## config.mk

```make
export PLATFORM = sky130hd
export DESIGN_NAME = pal_array
export DESIGN_NICKNAME = d
export VERILOG_FILES = /design/src/rtl/pal_pkg.sv /design/src/rtl/pal_cfg_shift.sv /design/src/rtl/pal_and_plane.sv /design/src/rtl/pal_or_plane.sv /design/src/rtl/pal_array.sv
export SDC_FILE = /design/constraint.sdc
export NUM_CORES = 1
export LEC_CHECK = 0
export BUFFER_PORTS_ARGS = -buffer_cell sky130_fd_sc_hd__buf_2
export CAP_MARGIN = 40
export CORE_MARGIN = 4
export CORE_UTILIZATION = 45
export DETAILED_ROUTE_END_ITERATION = 7
export GPL_ROUTABILITY_DRIVEN = 0
export MAX_ROUTING_LAYER = met4
export PLACE_DENSITY = 0.64
export SETUP_SLACK_MARGIN = 0.15
export SLEW_MARGIN = 20
export SYNTH_ARGS = -nofsm -noshare
export SYNTH_HDL_FRONTEND = slang
export SYNTH_SLANG_ARGS = --single-unit
```

## constraint.sdc

```tcl
create_clock -name clk -period 1.8 [get_ports clk]
set_clock_uncertainty 0.1 [all_clocks]
set_input_delay 0.18 -clock clk [delete_from_list [all_inputs] [get_ports clk]]
set_output_delay 0.18 -clock clk [all_outputs]
set_load 0.02 [all_outputs]
```

## src/rtl/pal_pkg.sv

```systemverilog
package pal_pkg;

    localparam int N_IN      = 4;
    localparam int N_VARS    = N_IN + 1;
    localparam int N_COLS    = 2 * N_VARS;
    localparam int N_OUT     = 4;
    localparam int TPO       = 3;
    localparam int N_TERMS   = N_OUT * TPO;
    localparam int CFG_BITS  = N_TERMS * N_COLS;
    localparam int GRP_BITS  = TPO * N_COLS;

    typedef logic [N_IN-1:0]     invec_t;
    typedef logic [N_COLS-1:0]   litvec_t;
    typedef logic [CFG_BITS-1:0] cfgvec_t;

    typedef struct packed {
        logic fb_bar;
        logic fb;
        logic [2*N_IN-1:0] prim;
    } lits_t;

    function automatic logic [2*N_IN-1:0] prim_literals(input invec_t x);
        logic [2*N_IN-1:0] l;
        for (int v = 0; v < N_IN; v++) begin
            l[2*v]   = x[v];
            l[2*v+1] = ~x[v];
        end
        return l;
    endfunction

endpackage

```

## src/rtl/pal_cfg_shift.sv

```systemverilog
module pal_cfg_shift #(
    parameter int BITS = 120
) (
    input  logic            clk,
    input  logic            rst,
    input  logic            load,
    input  logic            din,
    output logic [BITS-1:0] q
);

    always_ff @(posedge clk) begin
        if (rst) begin
            q <= '1;
        end else if (load) begin
            q <= {q[BITS-2:0], din};
        end
    end

endmodule

```

## src/rtl/pal_and_plane.sv

```systemverilog
module pal_and_plane #(
    parameter int NT = 3,
    parameter int NC = 10
) (
    input  logic [NT*NC-1:0] conn,
    input  logic [NC-1:0]    lits,
    output logic [NT-1:0]    prod
);

    for (genvar t = 0; t < NT; t++) begin : g_term
        // a literal only pulls the term low when it is connected and false
        assign prod[t] = &(lits | ~conn[t*NC +: NC]);
    end

endmodule

```

## src/rtl/pal_or_plane.sv

```systemverilog
module pal_or_plane #(
    parameter int NG  = 1,
    parameter int TPG = 3
) (
    input  logic [NG*TPG-1:0] prod,
    output logic [NG-1:0]     sums
);

    for (genvar g = 0; g < NG; g++) begin : g_grp
        assign sums[g] = |prod[g*TPG +: TPG];
    end

endmodule

```

## src/rtl/pal_array.sv

```systemverilog
module pal_array
    import pal_pkg::*;
(
    input  logic            clk,
    input  logic            rst,
    input  logic            cfg_load,
    input  logic            cfg_din,
    input  logic [N_IN-1:0] in_vars,
    output logic [N_OUT-1:0] f_out
);

    localparam int REST_GRPS  = N_OUT - 1;
    localparam int REST_TERMS = REST_GRPS * TPO;

    cfgvec_t cfg_q;
    lits_t   lits_fb_grp;
    lits_t   lits_rest;
    logic [TPO-1:0]        prod_fb;
    logic [REST_TERMS-1:0] prod_rest;
    logic                  w_sum;
    logic [REST_GRPS-1:0]  rest_sums;

    pal_cfg_shift #(.BITS(CFG_BITS)) u_cfg (
        .clk  (clk),
        .rst  (rst),
        .load (cfg_load),
        .din  (cfg_din),
        .q    (cfg_q)
    );

    // W group: feedback literals tied high so their connection bits drop out
    always_comb begin
        lits_fb_grp.prim   = prim_literals(in_vars);
        lits_fb_grp.fb     = 1'b1;
        lits_fb_grp.fb_bar = 1'b1;
    end

    pal_and_plane #(.NT(TPO), .NC(N_COLS)) u_and_fb (
        .conn (cfg_q[GRP_BITS-1:0]),
        .lits (lits_fb_grp),
        .prod (prod_fb)
    );

    pal_or_plane #(.NG(1), .TPG(TPO)) u_or_fb (
        .prod (prod_fb),
        .sums (w_sum)
    );

    always_comb begin
        lits_rest.prim   = prim_literals(in_vars);
        lits_rest.fb     = w_sum;
        lits_rest.fb_bar = ~w_sum;
    end

    pal_and_plane #(.NT(REST_TERMS), .NC(N_COLS)) u_and_rest (
        .conn (cfg_q[CFG_BITS-1:GRP_BITS]),
        .lits (lits_rest),
        .prod (prod_rest)
    );

    pal_or_plane #(.NG(REST_GRPS), .TPG(TPO)) u_or_rest (
        .prod (prod_rest),
        .sums (rest_sums)
    );

    assign f_out = {rest_sums, w_sum};

endmodule

```

Yosys cells after proc, flatten, opt, wreduce, memory -nomap -nowiden

Index checks and enable logic that the tools add are counted.

Reductions and logical operators: 16
Bitwise logic cells: 29

Operator list:

| cell                 | count |
|---|---|
| 10-bit inverter      | 12 |
| 10-bit OR            | 12 |
| 10-bit AND reduction | 12 |
| 3-bit OR reduction   | 4 |
| 1-bit inverter       | 5 |

Logic and storage cells: 46
Register bits after elaboration: 120
Output and inout port bits: 4

Longest topological paths before layout

Gate-level depths: netlist (run 1).

Depth in word-level cells: 8
Gate-level depth with buffers: 8
Gate-level depth less buffers: 6

Cells and area by module

From an unflattened synthesis (run 1), not the netlist that was laid out.

Cell total of the unflattened synthesis: 597
Area, all modules: 5607.9 um^2

Modules (own cells, without submodules):

| module                      | seq. area each (um^2) | instances | cells an instance | area each (um^2) |
|---|---|---|---|---|
| pal_cfg_shift               | 2402.3                | 1         | 399               | 4483.0 |
| pal_and_plane at u_and_rest | 0.0                   | 1         | 142               | 814.5 |
| pal_and_plane at u_and_fb   | 0.0                   | 1         | 45                | 255.2 |
| pal_array                   | 0.0                   | 1         | 7                 | 30.0 |
| pal_or_plane at u_or_rest   | 0.0                   | 1         | 3                 | 18.8 |
| pal_or_plane at u_or_fb     | 0.0                   | 1         | 1                 | 6.3 |

Worst setup path after synthesis (run 1)

Ideal clock, no wire load.

Kind: register to output
Start: reg u_cfg.q[21]
End: out f_out[1]
Stages on the path, launching flop included: 8
Data required time: 1.520 ns
Arrival: 1.530 ns
Path slack: -0.010 ns
Buffers on the path: 1
Cells stage by stage: dfxtp_1 > mux2i_1 > nand4_1 > and3_1 > buf_6 > inv_4 > mux2_4 > o211ai_2

Cells in the longest elaborated chain, start to end: 8
Elaborated cells on any way between the ends: 12
Those cells by class: bitwise (6); reduce/logical (6)

RTL lines:

| what                     | line                | RTL |
|---|---|---|
| start: declaration       | pal_cfg_shift.sv:8  | `output logic [BITS-1:0] q` |
| start signal: assignment | pal_cfg_shift.sv:15 | `q <= {q[BITS-2:0], din};` |
| 10-bit inverter *        | pal_and_plane.sv:12 | `assign prod[t] = &(lits \| ~conn[t*NC +: NC]);` |
| 10-bit OR *              | pal_and_plane.sv:12 |  |
| 10-bit AND reduction *   | pal_and_plane.sv:12 |  |
| 3-bit OR reduction *     | pal_or_plane.sv:10  | `assign sums[g] = \|prod[g*TPG +: TPG];` |
| via u_or_fb.sums         | pal_or_plane.sv:6   | `output logic [NG-1:0] sums` |
| 1-bit inverter           | pal_array.sv:52     | `lits_rest.fb_bar = ~w_sum;` |
| 10-bit OR                | pal_and_plane.sv:12 |  |
| 10-bit AND reduction     | pal_and_plane.sv:12 |  |
| 3-bit OR reduction *     | pal_or_plane.sv:10  |  |
| end: declaration         | pal_array.sv:9      | `output logic [N_OUT-1:0] f_out` |

The timed path passes the listed nets; every way through them passes the cells marked *.

Worst setup path after layout (run 1)

Start: reg u_cfg.q[23]
End: out f_out[1]

Cells in the longest elaborated chain, start to end: 8
Elaborated cells on any way between the ends: 12
Those cells by class: bitwise (6); reduce/logical (6)

RTL lines:

| what                   | line |
|---|---|
| 10-bit inverter *      | pal_and_plane.sv:12 |
| 10-bit OR *            | pal_and_plane.sv:12 |
| 10-bit AND reduction * | pal_and_plane.sv:12 |
| 3-bit OR reduction *   | pal_or_plane.sv:10 |
| 1-bit inverter         | pal_array.sv:52 |
| 10-bit OR              | pal_and_plane.sv:12 |
| 10-bit AND reduction   | pal_and_plane.sv:12 |
| 3-bit OR reduction *   | pal_or_plane.sv:10 |

Mark *: on every way between the ends. The rest lies on a longest branch, timed or not.

==> flow_summary.yaml, run 1 <==
clock_tree:
  cts_tree: "done"
  cts_buffers: 17
  clock_latency_ns: 0.51
  clockBufferDepth: 2
  cts-root-buf: "clkbuf_8"
  ctsHtreeMaxLevel: 4
  clk_pin_slew_ns: 0.06
  cts.sinks: 120
detailed_routing:
  viasPerCell: 4.985
  totalWireLength_mm: 9.427
  routedWlPerCell_um: 14.01
  via_count: 3355
  dr.pass1.iters: 4
  drtIter0Drc: 152
  drc: 0
  ant_nets: 0
setup_path:
  path_cells: "mux2i_1, nand4_1, and3_4, inv_6, mux2_4, o211ai_4, buf_6"
  r2r_start: "u_cfg.q[0]$_SDFFE_PP1P_"
  slowest_stage: "dfxtp_2"
  critPathRequiredTime_ns: 1.52
  cp_data_arrival_time_ns: 2.07
  crit_path_end_kind: "output port"
  ff2ff_path_depth: 3
  path_class: "flip-flop to output port"
  critPathLaunchType: "flip-flop"
  reg2reg_slack_ns: 0.92
  critPathMaxFanout: 4
  cpPeakStageDelay_ns: 0.31
  r2r_end: "u_cfg.q[1]$_SDFFE_PP1P_"
flow_run:
  cap_violations: 0
die:
  rows: 38
  ios: 12
  initial_utilization_pct: 46.04
  dieArea_sq_um: 12840
  die_w_um: 113.3
  fp.dieH_um: 113.3
  core-area_sq_um: 10840
cells_and_area:
  largest-register: "u_cfg.q"
  stdcell_count: 673
  finalNetCount: 528
  layout-drive-gt1-share_pct: 19.14
  diodes: 0
  top_regs: "u_cfg.q x120"
  fin_area_sq_um: 6097
  syn2layout_area_growth_pct: 22.16
  largest_reg_flops: 120
synth:
  yosysWarnings: 0
  synth_nets: 489
  synth_area_leader_cell: "dfxtp_1"
  synthesis.instances: 481
  synth_area_sq_um: 4991
  yosys.area.top_type_share_pct: 48.13
  synth_cell_type_count: 19
  synth-seq-cells: 120
  yosys-top-cells-area: "dfxtp_1 48%, mux2i_1 34%, nand2_1 9.3%"
  syn_area_per_cell_sq_um: 10.38
  synth-seq-area-share_pct: 48.13
outcome:
  violations: "negative setup slack"
  outcome: "complete, but fails checks"
timing:
  setup_viol: 4
  fin_ws_ns: -0.5526
  fin_crit_sh_pct: 130.7
  relSlewSlack_pct: 71.76
  period_needed_ns: 2.353
  whs_ns: 0.04031
  fmax_mhz: 425.1
  rsz0062_at_grt: "true"
  worst_slew_pin_slew_ns: 0.4237
  slew_viol_final: 0
  hold_viol_final: 0
power_and_ir_drop:
  power_leakage_uw: 0.002696
  peakVddDrop_uv: 479.9
  p_per_area_nw_per_um2: 1012
  p_total_uw: 6169
global_route:
  antenna_found_initial: 0
  grt_max_degree: 89
  grt.overflow.total: 0
  grt_pass1_wl_mm: 15.99
  grt_usage_pct: 16.12
  grt_pass1_vias: 3314
worst_hold_path:
  min_to: "u_cfg.q[54]$_SDFFE_PP1P_"
  hold_start: "rst"
  holdPathStages: 4
  hp-class: "primary input to flip-flop"
placement:
  io_buffers: 11
  dp_hpwl_mm: 5.848
  post-place-cells: 636
  placed_cell_area_sq_um: 5393
  dpl_worst_slack_ns: -0.2322
## metal layers
layer	share of wire, %	wire length [um]	up-vias	track usage (%)
li1	-	-	1738	-
met1	50	4683	1566	20.66
met2	46	4343	34	24.01
met3	2.3	213	17	4.332
met4	2.0	187	0	6.891
met5	0	0	-	-
## how the worst max path moves through the flow
| stage | slack, ns | from | endpoint |
|---|---|---|---|
| after floorplan | 0.02 | u_cfg.q[21]$_SDFFE_PP1P_ | f_out[1] |
| after global placement | -0.16 | in_vars[0] | f_out[1] |
| after detailed placement | -0.23 | in_vars[1] | f_out[1] |
| after CTS | -0.56 | u_cfg.q[7]$_SDFFE_PP1P_ | f_out[1] |
| after global routing | -0.66 | u_cfg.q[23]$_SDFFE_PP1P_ | f_out[1] |
| final | -0.55 | u_cfg.q[23]$_SDFFE_PP1P_ | f_out[1] |
## worst max-delay path: cells and delay by family, from the launching register on
family	cells	cell delay, ns
buf+inv	2	0.23
compound gates	1	0.18
flops	1	0.31
mux	2	0.45
simple gates	2	0.39
## per-stage QoR
step	setup TNS (ns)	utilization (%)
2_1_floorplan	0	-
3_3_place_gp	-0.4631	49.75
3_5_place_dp	-0.6899	49.75
4_1_cts	-1.910	56.12
5_1_grt	-2.348	56.24
6_report	-1.935	56.24
## synthesized netlist by cell type
library cell / n
clkbuf_1: 14
buf_1: 5
o211ai_1: 3
o211ai_2: 3
and3_1: 1
buf_4: 1
nand2_1: 124
and4_1: 3
inv_4: 1
nor2_1: 6
nand4_1: 9
clkbuf_8: 1
mux2i_1: 168
dfxtp_1: 120
o221ai_1: 3
buf_6: 4
inv_1: 4
mux2_4: 3
buf_2: 8
## report_power, final
part | total [uW] | leakage [uW] | internal, uW | switching (uW)
registers | 2670 | 0.000970 | 2670 | 6.06
logic | 279 | 0.00145 | 118 | 160
clock network | 3220 | 0.000272 | 1980 | 1240
total | 6170 | 0.00270 | 4760 | 1410
## cells by family (layout without fill, tap and decap cells)
family / count (synthesis) / in the layout / synth area share [%]
muxes: 171 / 171 / 34.60
DFF: 120 / 120 / 48.13
and+or+nand+nor: 143 / 143 / 11.56
AOI/OAI and AO/OA: 9 / 9 / 1.730
buffers and inverters: 38 / 90 / 3.986
## placed cells by master, fill, tap and decap left out, types with 4 or more instances in the layout
cell,n
nand2_1,124
clkinv_2,4
nand4_1,9
mux2i_1,165
buf_4,35
buf_2,6
dfxtp_2,5
clkbuf_16,16
nor2_1,6
dfxtp_1,115
inv_6,4
buf_6,7
## what timing repair did
| action | CTS | global route |
|---|---|---|
| endpoints found under the setup margin | 4 | 4 |
| resized for setup | 22 | 3 |
| setup buffers | 2 | 1 |
| hold buffers | 2 | 0 |
| endpoints found under the hold margin | 6 | 0 |
| pin swaps | 4 | 0 |
## final cells by class
| class | instances | area (sq um) |
|---|---|---|
| clock buffer | 18 | 417.9 |
| clock inverter | 14 | 150.1 |
| fill | 971 | 4743 |
| inverter | 5 | 25.02 |
| multi-input combinational | 323 | 2469 |
| sequential | 120 | 2409 |
| tap | 140 | 175.2 |
| timing repair buffer | 53 | 451.7 |
Power figures use the tool's default switching activity.
==> run 2, diff against run 1 <==
Settings changed: CORE_UTILIZATION 45 to 55, PLACE_DENSITY 0.64 to 0.77.
==> run 2 against run 1 <==
- core utilization grew 13 points
- total power shrank 1.2%
- clock power shrank 3%
- maximum frequency shrank 1.5%
- critical endpoint unchanged
- routed wire length grew 7.0%
- count of clock-buffer cells in the layout grew 5
- non-clock buffer count grew 4
- final cell count shrank 4.2%
- flip-flop and latch count is the same
- global-route usage grew 5.1 points
- the flow still finishes with violations (negative setup slack)
- via count grew 3.8%
==> flow_summary.yaml, run 2 (synthesized netlist as in run 1, its figures left out) <==
outcome:
  outcome: "complete, but fails checks"
  violations: "negative setup slack"
clock_tree:
  clock_latency_ns: 0.51
  ctsHtreeMaxLevel: 4
  clockBufferDepth: 2
  cts_tree: "done"
  cts.sinks: 120
  clk_pin_slew_ns: 0.06
  cts_buffers: 17
  cts-root-buf: "clkbuf_8"
cells_and_area:
  top_regs: "u_cfg.q x120"
  multiInputGateArea_sq_um: 2459
  syn2layout_area_growth_pct: 21.71
  num-fill-cells: 633
  finalNetCount: 532
  final_common_cell: "mux2i_1"
  ff_latch_area_sq_um: 2410
  fin_area_sq_um: 6075
  largest-register: "u_cfg.q"
  most-common-layout-cells: "163 x mux2i_1, 124 x nand2_1, 114 x dfxtp_1, 39 x buf_4, 16 x clkbuf_16"
  largest_reg_flops: 120
  diodes: 0
  layout-drive-gt1-share_pct: 19.55
die:
  fp.dieH_um: 103.3
  ios: 12
  initial_utilization_pct: 56.95
  core-area_sq_um: 8763
  die_w_um: 103.3
  dieArea_sq_um: 10660
  rows: 34
global_route:
  grt_usage_pct: 21.20
  grt.overflow.total: 0
  grt_pass1_vias: 3478
  antenna_found_initial: 0
  grt_max_degree: 62
  grt_use_met2_pct: 32.66
  met1_usage_pct: 26.20
  grt.busiest_layer: "met2"
  grt_pass1_wl_mm: 16.74
  gr-usage-met3_pct: 5.902
detailed_routing:
  dr.pass1.iters: 4
  via_count: 3483
  routedWlPerCell_um: 15.64
  drc: 0
  ant_nets: 0
  totalWireLength_mm: 10.09
  viasPerCell: 5.400
  drtIter0Drc: 93
power_and_ir_drop:
  p_per_area_nw_per_um2: 1004
  power_leakage_uw: 0.002709
  p_total_uw: 6097
  peakVddDrop_uv: 664.4
setup_path:
  critPathMaxFanout: 4
  path_class: "flip-flop to output port"
  critPathRequiredTime_ns: 1.52
  crit_path_end_kind: "output port"
  critPathLaunchType: "flip-flop"
  cp_data_arrival_time_ns: 2.11
worst_hold_path:
  hp-class: "primary input to flip-flop"
placement:
  placed_cell_area_sq_um: 5385
  dp_hpwl_mm: 6.089
  io_buffers: 11
timing:
  period_needed_ns: 2.388
  worst_slew_pin_slew_ns: 0.3902
  setup_viol: 4
  fmax_mhz: 418.8
  fin_ws_ns: -0.5880
  tns_ns: -2.088
  relSlewSlack_pct: 73.98
  fin_crit_sh_pct: 132.7
  slew_viol_final: 0
  rsz0062_at_grt: "true"
  hold_viol_final: 0
flow_run:
  cap_violations: 0
-- run 2: cell count changes in the layout (fill, tap and decap cells not counted), moves of 2 or more --
| cell | delta |
|---|---|
| buf_12 | +2 |
| buf_4 | +4 |
| buf_6 | -2 |
| clkbuf_1 | +4 |
| clkinv_2 | +2 |
| clkinv_4 | -3 |
| inv_6 | -3 |
| mux2i_1 | -2 |
| mux2i_2 | +4 |
| mux2i_4 | -2 |
-- run 2: critical path: stages (launching register included) --
cell and delay (ns):
dfxtp_2 0.33, mux2i_2 0.18, nand4_1 0.14, and3_4 0.21
inv_6 0.09, mux2_4 0.31, o211ai_4 0.18, buf_6 0.15
-- run 2: what timing repair did --
item | CTS | global route
setup buffers | 4 | 2
hold buffers | 2 | 0
endpoints found under the setup margin | 4 | 4
hold endpoints to repair | 2 | 0
gates resized for setup | 19 | 5
pin swaps | 4 | 3
-- run 2: path summary, 6_finish.rpt --
check	depth (start not counted)	slack, ns	from	end
setup reg to reg	4	0.79	u_cfg.q[13]$_SDFFE_PP1P_	u_cfg.q[13]$_SDFFE_PP1P_
setup / recovery	7	-0.59	u_cfg.q[10]$_SDFFE_PP1P_	f_out[1]
hold reg to reg	2	0.37	u_cfg.q[19]$_SDFFE_PP1P_	u_cfg.q[20]$_SDFFE_PP1P_
hold / removal	3	0.01	rst	u_cfg.q[64]$_SDFFE_PP1P_
-- run 2: final cells by class --
type	count	share of cell area, %
repair buffers	57	8.218
flip-flops and latches	120	39.67
clock buffers	23	7.353
clock inverters	9	1.648
inverters	5	0.4119
well taps	108	2.225
multi-input cells	323	40.47
-- run 2: per-stage QoR --
| stage | hold slack, ns | instances | util [%] | setup WS (ns) |
|---|---|---|---|---|
| floorplan | 0.2085 | 481 | - | 0.01558 |
| global placement | 0.2921 | 605 | 61.45 | -0.1456 |
| detailed placement | 0.3010 | 605 | 61.45 | -0.2377 |
| CTS | 0.001348 | 643 | 69.02 | -0.5738 |
| global route | 0.04491 | 645 | 69.32 | -0.6700 |
| finish | 0.009802 | 645 | 69.32 | -0.5880 |
-- run 2: layer usage --
layer  share of wire [%]  up-vias
met5                   0        -
met4                 2.2        0
met3                 2.7       19
met2                  49       52
met1                  47     1668
li1                    -     1744
-- run 2: power breakdown --
part / total [uW] / switching, uW / internal, uW / leakage [uW]
clock network: 3130 / 1140 / 1990 / 0.000266
registers: 2680 / 7.07 / 2670 / 0.000970
logic: 288 / 163 / 125 / 0.00147
==> run 3, diff against run 2 <==
Settings changed: PLACE_DENSITY 0.77 to 0.74.
Clock period 1.8 ns to 2.3 ns, I/O delays scaled along.
==> run 3 against run 2 <==
- the flow still finishes with violations (negative setup slack)
- global-route usage is 0.94 points lower
- flip-flop and latch count did not move
- final area shrank 3.6%
- critical path depth unchanged
- setup slack better by 0.46 ns
- combinational power decreased by 24%
- final cell count shrank 4.0%
==> flow_summary.yaml, run 3 (synthesized netlist as in run 1, its figures left out) <==
die:
  core-area_sq_um: 8763
  initial_utilization_pct: 56.95
  dieArea_sq_um: 10660
  rows: 34
  fp.dieH_um: 103.3
  die_w_um: 103.3
  ios: 12
clock_tree:
  clockBufferDepth: 2
  clk_pin_slew_ns: 0.05
  clock_latency_ns: 0.51
  cts_buffers: 17
  cts-root-buf: "clkbuf_8"
  cts_tree: "done"
  cts.sinks: 120
  ctsHtreeMaxLevel: 4
cells_and_area:
  largest-register: "u_cfg.q"
  layout-drive-gt1-share_pct: 15.26
  final_common_cell: "mux2i_1"
  top_regs: "u_cfg.q x120"
  syn2layout_area_growth_pct: 17.27
  largest_reg_flops: 120
  fin_area_sq_um: 5853
  stdcell_count: 619
  most-common-layout-cells: "165 x mux2i_1, 124 x nand2_1, 116 x dfxtp_1, 18 x buf_4, 16 x clkbuf_16"
  finalNetCount: 508
  diodes: 0
outcome:
  outcome: "complete, but fails checks"
  violations: "negative setup slack"
timing:
  fin_crit_sh_pct: 105.5
  fmax_mhz: 412.1
  hold_viol_final: 0
  slew_viol_final: 0
  setup_viol: 3
  relSlewSlack_pct: 71.65
  fin_ws_ns: -0.1266
  rsz0062_at_grt: "true"
  period_needed_ns: 2.427
  worst_slew_pin_slew_ns: 0.4253
detailed_routing:
  ant_nets: 0
  totalWireLength_mm: 9.695
  viasPerCell: 5.478
  drc: 0
  dr.pass1.iters: 4
  drtIter0Drc: 100
  via_count: 3391
  routedWlPerCell_um: 15.66
setup_path:
  cp_data_arrival_time_ns: 2.10
  cpPeakStageDelay_ns: 0.34
  crit_path_end_kind: "output port"
  path_class: "flip-flop to output port"
  critPathMaxFanout: 4
  slowest_stage: "dfxtp_2"
  critPathRequiredTime_ns: 1.97
  critPathLaunchType: "flip-flop"
  path_cells: "mux2i_2, nand4_1, and3_4, inv_4, mux2_4, o211ai_4, buf_6"
  cpLargestDelayFamily: "multiplexers"
  worstPathBufferInverterCount: 2
power_and_ir_drop:
  p_total_uw: 4832
  peakVddDrop_uv: 501.5
  p_per_area_nw_per_um2: 825.6
  power_leakage_uw: 0.002615
placement:
  placed_cell_area_sq_um: 5164
  io_buffers: 11
  post-place-cells: 584
  dp_hpwl_mm: 6.094
global_route:
  antenna_found_initial: 0
  grt.overflow.total: 0
  grt_pass1_wl_mm: 16.24
  grt_max_degree: 44
  grt_pass1_vias: 3305
  grt_usage_pct: 20.26
worst_hold_path:
  hp-class: "primary input to flip-flop"
flow_run:
  cap_violations: 0
-- run 3: through the flow --
step                TNS [ns]  utilization, %  setup slack (ns)  hold slack [ns]
finish               -0.3273           66.79           -0.1266          0.06944
global route         -0.5744           66.79           -0.2082          0.07572
CTS                  -0.3878           66.46           -0.1453          0.06254
detailed placement         0           58.92            0.1832           0.3580
global placement           0           58.92            0.2614           0.3481
floorplan                  0               -            0.4027           0.2585
-- run 3: final cells by class --
class                      count  area, sq um
timing repair buffer          33        275.3
clock buffer                  23        476.7
fill                         674         2910
inverter                       5        22.52
multi-input combinational    323         2442
tap                          108        135.1
sequential                   120         2407
clock inverter                 7        93.84
-- run 3: per-layer routing --
metal	part of all wire (%)	track usage [%]	up-vias
met2	48	31.97	44
met3	2.9	6.103	19
met4	1.2	6.076	0
li1	-	-	1693
met5	0	-	-
met1	48	25.16	1635
-- run 3: report_power, final --
part | internal (uW) | switching [uW] | leakage (uW)
Clock | 1640 | 879 | 0.000276
Sequential | 2090 | 5.63 | 0.000971
Combinational | 92.3 | 126 | 0.00137
Total | 3820 | 1010 | 0.00262
-- run 3: final timing paths --
path | from | endpoint | slack [ns] | cells past startpoint
hold reg to reg | u_cfg.q[19]$_SDFFE_PP1P_ | u_cfg.q[20]$_SDFFE_PP1P_ | 0.37 | 2
setup reg to reg | u_cfg.q[0]$_SDFFE_PP1P_ | u_cfg.q[1]$_SDFFE_PP1P_ | 1.41 | 3
setup / recovery | u_cfg.q[0]$_SDFFE_PP1P_ | f_out[3] | -0.13 | 7
hold / removal | cfg_load | u_cfg.q[92]$_SDFFE_PP1P_ | 0.07 | 3
-- run 3: repair_timing --
item | CTS | global route
setup buffers | 3 | 0
endpoints found under the hold margin | 10 | 0
gates resized for setup | 13 | 7
endpoints found under the setup margin | 3 | 3
hold buffers | 2 | 0
pin swaps | 1 | 3
-- run 3: tightest hold or removal path: stages --
cell     delay (ns)
buf_6          0.20
mux2i_1        0.16
nand2_1        0.06
